[src/rtl/clk_sel_pkg.sv]
package clk_sel_pkg;
  localparam int DATA_W = 32;

  // field placement inside a selector's own word
  function automatic int sel_lsb(int idx, int stride);
    return (idx * stride) % DATA_W;
  endfunction

  function automatic int gate_pos(int idx, int stride);
    return ((idx * stride) % DATA_W) + stride - 1;
  endfunction

  // last selector commits immediately; others own update bit idx
  function automatic int upd_pos(int idx, int n_sel);
    return (idx < n_sel - 1) ? idx : -1;
  endfunction
endpackage

[src/rtl/clk_sel_dec.sv]
module clk_sel_dec #(
  parameter int N_SEL  = 4,
  parameter int ADDR_W = 6,
  localparam int IDX_W  = (N_SEL > 1) ? $clog2(N_SEL) : 1,
  localparam int SLOT_W = ADDR_W - 2
) (
  input  logic [ADDR_W-1:0] addr_i,
  input  logic              we_i,
  output logic [N_SEL-1:0]  cfg_we_o,
  output logic [N_SEL-1:0]  set_we_o,
  output logic [N_SEL-1:0]  clr_we_o,
  output logic              upd_we_o,
  output logic [IDX_W-1:0]  rd_idx_o,
  output logic              rd_hit_o
);
  localparam int UPD_ADDR = 4 * N_SEL;

  logic [SLOT_W-1:0] slot;
  logic [1:0]        sub;
  logic              in_range;

  assign slot     = addr_i[ADDR_W-1:2];
  assign sub      = addr_i[1:0];
  assign in_range = slot < SLOT_W'(N_SEL);

  for (genvar i = 0; i < N_SEL; i++) begin : g_dec
    logic hit;
    assign hit         = we_i && (slot == SLOT_W'(i));
    assign cfg_we_o[i] = hit && (sub == 2'd0);
    assign set_we_o[i] = hit && (sub == 2'd1);
    assign clr_we_o[i] = hit && (sub == 2'd2);
  end

  assign upd_we_o = we_i && (addr_i == ADDR_W'(UPD_ADDR));
  assign rd_hit_o = in_range && (sub != 2'd3);
  assign rd_idx_o = slot[IDX_W-1:0];
endmodule

[src/rtl/clk_sel_slot.sv]
module clk_sel_slot #(
  parameter int SEL_W    = 2,
  parameter int SEL_LSB  = 0,
  parameter int GATE_POS = 7,
  parameter bit HAS_UPD  = 1'b1
) (
  input  logic             clk_i,
  input  logic             rst_ni,
  input  logic             cfg_we_i,
  input  logic             set_we_i,
  input  logic             clr_we_i,
  input  logic [SEL_W-1:0] field_i,
  input  logic             gate_i,
  input  logic             upd_i,
  output logic [31:0]      word_o,
  output logic [SEL_W-1:0] sel_o,
  output logic             gate_en_o
);
  logic [SEL_W-1:0] stg_q, stg_d;
  logic             gate_q, gate_d;

  always_comb begin
    stg_d  = stg_q;
    gate_d = gate_q;
    if (cfg_we_i) begin
      stg_d  = field_i;
      gate_d = gate_i;
    end else if (set_we_i) begin
      stg_d  = stg_q | field_i;
      gate_d = gate_q | gate_i;
    end else if (clr_we_i) begin
      stg_d  = stg_q & ~field_i;
      gate_d = gate_q & ~gate_i;
    end
  end

  always_ff @(posedge clk_i or negedge rst_ni) begin
    if (!rst_ni) begin
      stg_q  <= '0;
      gate_q <= 1'b1;
    end else begin
      stg_q  <= stg_d;
      gate_q <= gate_d;
    end
  end

  if (HAS_UPD) begin : g_upd
    logic [SEL_W-1:0] act_q;
    always_ff @(posedge clk_i or negedge rst_ni) begin
      if (!rst_ni)    act_q <= '0;
      else if (upd_i) act_q <= stg_q;
    end
    assign sel_o = act_q;
  end else begin : g_direct
    assign sel_o = stg_q;
  end

  always_comb begin
    word_o                     = '0;
    word_o[SEL_LSB +: SEL_W]   = stg_q;
    word_o[GATE_POS]           = gate_q;
  end

  assign gate_en_o = ~gate_q;
endmodule

[src/rtl/clk_sel_rd.sv]
module clk_sel_rd #(
  parameter int N_SEL  = 4,
  parameter int DATA_W = 32,
  parameter int IDX_W  = 2
) (
  input  logic                         clk_i,
  input  logic                         rst_ni,
  input  logic [N_SEL-1:0][DATA_W-1:0] words_i,
  input  logic [IDX_W-1:0]             rd_idx_i,
  input  logic                         rd_hit_i,
  output logic [DATA_W-1:0]            rdata_o
);
  always_ff @(posedge clk_i or negedge rst_ni) begin
    if (!rst_ni)       rdata_o <= '0;
    else if (rd_hit_i) rdata_o <= words_i[rd_idx_i];
    else               rdata_o <= '0;
  end
endmodule

[src/rtl/clk_sel_bank.sv]
module clk_sel_bank
  import clk_sel_pkg::*;
#(
  parameter int N_SEL  = 4,
  parameter int SEL_W  = 2,
  parameter int STRIDE = 8,
  parameter int ADDR_W = 6,
  localparam int IDX_W = (N_SEL > 1) ? $clog2(N_SEL) : 1
) (
  input  logic                   clk_i,
  input  logic                   rst_ni,
  input  logic [ADDR_W-1:0]      addr_i,
  input  logic                   we_i,
  input  logic [DATA_W-1:0]      wdata_i,
  output logic [DATA_W-1:0]      rdata_o,
  output logic [N_SEL*SEL_W-1:0] sel_o,
  output logic [N_SEL-1:0]       gate_en_o
);
  logic [N_SEL-1:0]             cfg_we, set_we, clr_we;
  logic                         upd_we;
  logic [IDX_W-1:0]             rd_idx;
  logic                         rd_hit;
  logic [N_SEL-1:0][DATA_W-1:0] words;

  clk_sel_dec #(.N_SEL(N_SEL), .ADDR_W(ADDR_W)) dec_i (
    .addr_i   (addr_i),
    .we_i     (we_i),
    .cfg_we_o (cfg_we),
    .set_we_o (set_we),
    .clr_we_o (clr_we),
    .upd_we_o (upd_we),
    .rd_idx_o (rd_idx),
    .rd_hit_o (rd_hit)
  );

  for (genvar i = 0; i < N_SEL; i++) begin : g_slot
    localparam int LSB  = sel_lsb(i, STRIDE);
    localparam int GPOS = gate_pos(i, STRIDE);
    localparam int UPOS = upd_pos(i, N_SEL);
    logic upd;

    if (UPOS >= 0) begin : g_has
      assign upd = upd_we && wdata_i[UPOS];
    end else begin : g_none
      assign upd = 1'b0;
    end

    clk_sel_slot #(
      .SEL_W    (SEL_W),
      .SEL_LSB  (LSB),
      .GATE_POS (GPOS),
      .HAS_UPD  (UPOS >= 0)
    ) slot_i (
      .clk_i     (clk_i),
      .rst_ni    (rst_ni),
      .cfg_we_i  (cfg_we[i]),
      .set_we_i  (set_we[i]),
      .clr_we_i  (clr_we[i]),
      .field_i   (wdata_i[LSB +: SEL_W]),
      .gate_i    (wdata_i[GPOS]),
      .upd_i     (upd),
      .word_o    (words[i]),
      .sel_o     (sel_o[i*SEL_W +: SEL_W]),
      .gate_en_o (gate_en_o[i])
    );
  end

  clk_sel_rd #(.N_SEL(N_SEL), .DATA_W(DATA_W), .IDX_W(IDX_W)) rd_i (
    .clk_i    (clk_i),
    .rst_ni   (rst_ni),
    .words_i  (words),
    .rd_idx_i (rd_idx),
    .rd_hit_i (rd_hit),
    .rdata_o  (rdata_o)
  );
endmodule

[config.mk]
export PLATFORM = sky130hd
export DESIGN_NAME = clk_sel_bank
export DESIGN_NICKNAME = d
export VERILOG_FILES = /design/src/rtl/clk_sel_pkg.sv /design/src/rtl/clk_sel_dec.sv /design/src/rtl/clk_sel_slot.sv /design/src/rtl/clk_sel_rd.sv /design/src/rtl/clk_sel_bank.sv
export SDC_FILE = /design/constraint.sdc
export NUM_CORES = 1
export LEC_CHECK = 0
export BUFFER_PORTS_ARGS = -buffer_cell sky130_fd_sc_hd__buf_2
export CORE_AREA = 2 2 61 63
export CTS_CLUSTER_DIAMETER = 60
export CTS_CLUSTER_SIZE = 10
export DETAILED_ROUTE_END_ITERATION = 10
export DIE_AREA = 0 0 63 65
export MAX_ROUTING_LAYER = met4
export PLACE_DENSITY_LB_ADDON = 0.08
export SLEW_MARGIN = 5
export SYNTH_ARGS = -nofsm -noshare
export SYNTH_HDL_FRONTEND = slang
export SYNTH_SLANG_ARGS = --single-unit
[constraint.sdc]
create_clock -name clk_i -period 2.24 [get_ports clk_i]
set_input_delay 0.56 -clock clk_i [delete_from_list [all_inputs] [get_ports clk_i]]
set_output_delay 0.56 -clock clk_i [all_outputs]
set_load 0.05 [all_outputs]
# After elaboration in Yosys (flattened, before gate mapping)
# Index checks and enable logic that the tools add are counted.
classes:
  magnitude_cmp: 2
  eq_ne: 7
  n_mux: 27
  n_bitwise: 28
  n_reduce_logical: 27
op_table:
  columns: ["op", "n"]
  rows:
  - ["$bmux 32 s2", 1]
  - ["$mux 32", 2]
  - ["$mux 2", 12]
  - ["$logic_and 1x1->1", 21]
  - ["$mux 1", 12]
  - ["$reduce_bool 3->1", 4]
  - ["$and 2x2->2", 4]
  - ["$eq 4x2->1 const B", 2]
  - ["$not 1->1", 8]
  - ["$not 2->2", 4]
  - ["$or 2x2->2", 4]
  - ["$eq 6x5->1 const B", 1]
  - ["$and 1x1->1", 4]
  - ["$eq 4x1->1 const B", 1]
  - ["$logic_not 4->1", 1]
  - ["$lt 4x3->1 const B", 1]
  - ["$or 1x1->1", 4]
  - ["$lt 2x3->1 const B", 1]
  - ["$eq 2x1->1 const B", 1]
  - ["$eq 2x2->1 const B", 1]
  - ["$logic_not 2->1", 1]
  - ["$ne 2x2->1 const B", 1]
word_totals:
  ff_bits: 50
  input_bits: 41
  out_inout_bits: 44
  word_cells: 103

# Depth between registers and ports, before layout
logic_depth:
  depth_word: 6
  mapped_depth: 4

# Cells and area by module
# From an unflattened synthesis, not the netlist that was laid out.
unflattened:
  hier_cells: 359
  area_unflattened_um2: 3733.6
by_module_without_submodules:
  columns: ["mod", "n_inst", "cells_each", "area_per_inst_um2", "seq_area_each_um2"]
  rows:
  - ["clk_sel_rd", 1, 143, 1823.0, 800.8]
  - ["clk_sel_slot (g_slot[0].slot_i ...)", 3, 47, 435.4, 126.4]
  - ["clk_sel_slot (g_slot[3].slot_i)", 1, 45, 377.9, 76.3]
  - ["clk_sel_dec", 1, 26, 203.9, 0.0]
  - ["clk_sel_bank", 1, 4, 22.5, 0.0]

# Worst setup path after synthesis
# OpenSTA, ideal clock, no wires.
synth_timing:
  kind: "input to register"
  from: "in addr_i[0]"
  to: "reg with a tool-made name"
  setup_ps: 121
  t_arrival_ps: 1390
  slack_ps: 729
  cell_stages: 4
  cell_sequence: "nor4b_2 -> buf_4 -> o211ai_1 -> a22o_1"
synth_rtl:
  columns: ["element", "line_no", "source"]
  rows:
  - ["start, declared", "clk_sel_bank.sv:12", "input logic [ADDR_W-1:0] addr_i,"]

==> results.py <==
metrics = {
    "power": {
        "power_density_nw_per_um2": 878,
        "ir_drop_mv": 0.488,
        "p_leak_nw": 0.894,
        "total_power_mw": 1.54,
    },
    "final_layout": {
        "fin_area_um2": 1750,
        "fillers": 338,
        "multi_input_area_um2": 564,
        "antenna_cells": 0,
        "drive_gt1_share_pct": 39.9,
        "area_growth_pct": 19.3,
        "post-route-util_pct": 50.1,
        "regArea_um2": 756,
        "fin_nets": 213,
    },
    "worst_setup_path": {
        "worstSetupPathType": "flop to primary output",
        "crit_path_end_kind": "primary output",
        "critPathRequiredTime_ns": 1.68,
        "path_max_fanout": 2,
        "cp_cell_sequence": "inv_1, buf_2",
        "start_kind": "flop",
        "reg2reg_depth": 2,
        "r2r_end": "rd_i.rdata_o[7]",
        "reg2reg_slack_ns": 1.36,
        "cp_slowest_cell": "dfstp_2",
        "crit_family": "flip-flops",
        "max_stage_delay_ns": 0.55,
        "crit_buf_inv": 2,
        "worst_ep_arrival_time_ns": 1.13,
    },
    "global_route": {
        "grt_usage_pct": 17.2,
        "grt_overflow": 0,
        "antenna_found_initial": 0,
        "grt_max_degree": 31,
        "grt_pass1_wl_mm": 5.18,
        "grt_pass1_vias": 1114,
    },
    "floorplanning": {
        "ioPinCount": 85,
        "die_h_um": 65,
        "initial_utilization_pct": 42.0,
        "die_w_um": 63,
        "die_area_um2": 4100,
        "coreArea_um2": 3500,
        "fp-row-count": 22,
    },
    "routing": {
        "postRouteWirelength_mm": 3.08,
        "num_vias": 1092,
        "drc_errors": 0,
        "viasPerCell": 4.94,
        "wire_per_inst_um": 13.9,
        "antenna_left": 0,
        "drt_first_pass_iters": 4,
        "drt_iter0_drc": 29,
    },
    "synthesis": {
        "syn_inst": 127,
        "synth_largest_area_cell": "dfrtp_1",
        "yosys-top-cells-area": "dfrtp_1 44%, buf_4 13%, dfstp_2 7.2%, a22o_1 5.4%, o211ai_1 4.6%",
        "yosysSeqAreaShare_pct": 51.5,
        "ys_seq_elements": 30,
        "avgSynthCellArea_um2": 11.6,
        "synth_most_common_cell": "dfrtp_1",
        "synth-async-reset-ratio_pct": 100,
        "synth_ff_type": "dfrtp_1",
        "synth.distinct_cells": 26,
        "synth_edf_count": 0,
        "yosysTopAreaCellShare_pct": 44.3,
        "synth_area_um2": 1470,
        "ys_warn_count": 0,
        "synth.cells.most_frequent": "26 x dfrtp_1, 25 x buf_4, 9 x a22o_1, 9 x and2_1, 9 x o211ai_1",
    },
    "hold_path": {
        "min_path_type": "input port to async pin",
    },
    "run": {
        "max_cap_violations": 0,
    },
    "clock_network": {
        "insertion_delay_ns": 0.33,
        "cts_buffer_depth": 2,
        "root_buffer": "clkbuf_4",
        "cts_tree": "done",
        "path_clk_slew_ns": 0.10,
        "post_cts_resized": 0,
        "cts_buffers": 5,
        "htree_levels": 2,
        "hold_buffers": 0,
        "cts_setup_buffers": 0,
        "cts_sinks": 30,
    },
    "timing": {
        "finalSetupTns_ns": 0,
        "finalMaxSlewViolations": 0,
        "finalHoldViolations": 0,
        "min_period_ns": 1.69,
        "setup_slack_ns": 0.554,
        "grt_setup_unrepaired": "false",
        "slew-limit-headroom_pct": 55.8,
        "fin_skew_ns": 0.00969,
        "max_freq_mhz": 593,
        "worst_pin_slew_ns": 0.663,
        "period_share_pct": 75.3,
        "finalSetupViolations": 0,
    },
    "placement": {
        "dp_slack_ns": 0.432,
        "placed_area_um2": 1640,
        "io_buffers": 45,
        "hpwl_mm": 2.32,
        "gp_congestion": 0.781,
    },
    "status": {
        "status": "finished clean",
    },
}
-- stage by stage --
step	instances	hold slack [ns]
finish	221	0.249
global route	221	0.281
CTS	221	0.259
detailed placement	213	0.494
global placement	213	0.487
floorplan	146	0.264
-- where the power goes --
| group | total, mW | internal [mW] | switching, mW | leakage (nW) |
|---|---|---|---|---|
| clock network | 0.572 | 0.378 | 0.193 | 0.0585 |
| registers | 0.633 | 0.601 | 0.0321 | 0.395 |
| logic | 0.332 | 0.0790 | 0.253 | 0.440 |
| total | 1.54 | 1.06 | 0.479 | 0.894 |
-- metal layers --
metal | global-route usage, % | share of wire [%] | wire length [um] | up-vias
met4 | 7.50 | 1.1 | 35 | 0
met2 | 29.5 | 52 | 1600 | 44
li1 | - | - | - | 503
met5 | - | 0 | 0 | -
met3 | 5.56 | 6.1 | 189 | 5
met1 | 18.2 | 41 | 1250 | 540
-- final cells by class --
cell class / instances / share of cell area, %
inverters: 5 / 1.07
well taps: 48 / 3.43
clock buffers: 6 / 2.93
flip-flops and latches: 30 / 43.2
multi-input cells: 83 / 32.2
repair buffers: 47 / 13.7
clock inverters: 2 / 3.43
-- cells in the final DEF, fill, tap and decap left out, types with 2 or more instances in the layout --
cell type and instances:
nor3_1 3, mux2_2 6, buf_4 2, dfstp_2 4, and2_1 9, nand3_1 3
o211ai_1 9, nor4b_2 2, clkbuf_4 5, nor2b_1 3, a32o_1 3, conb_1 20
bufinv_16 2, dfrtp_1 26, o2111ai_1 3, buf_2 45, inv_1 5, nor2_1 5
a22o_1 9
-- worst max-delay path by stage --
stage,endpoint,slack (ns),cells after the start
final,gate_en_o[1],0.55,2
after global routing,gate_en_o[3],0.49,2
after CTS,gate_en_o[3],0.54,2
after global placement,g_slot[2].slot_i.sel_o[0],0.45,4
after detailed placement,g_slot[1].slot_i.sel_o[0],0.43,4
after floorplan,flop,0.73,4
-- cells by family (layout without fill, tap and decap cells) --
kind of cell	after synthesis	in the layout	synth area share [%]
buf+inv	33	60	14.9
other cells	1	20	0.256
mux	6	6	4.60
simple gates	32	32	14.3
compound gates	25	25	14.4
flops	30	30	51.5
Power figures use the tool's default switching activity.
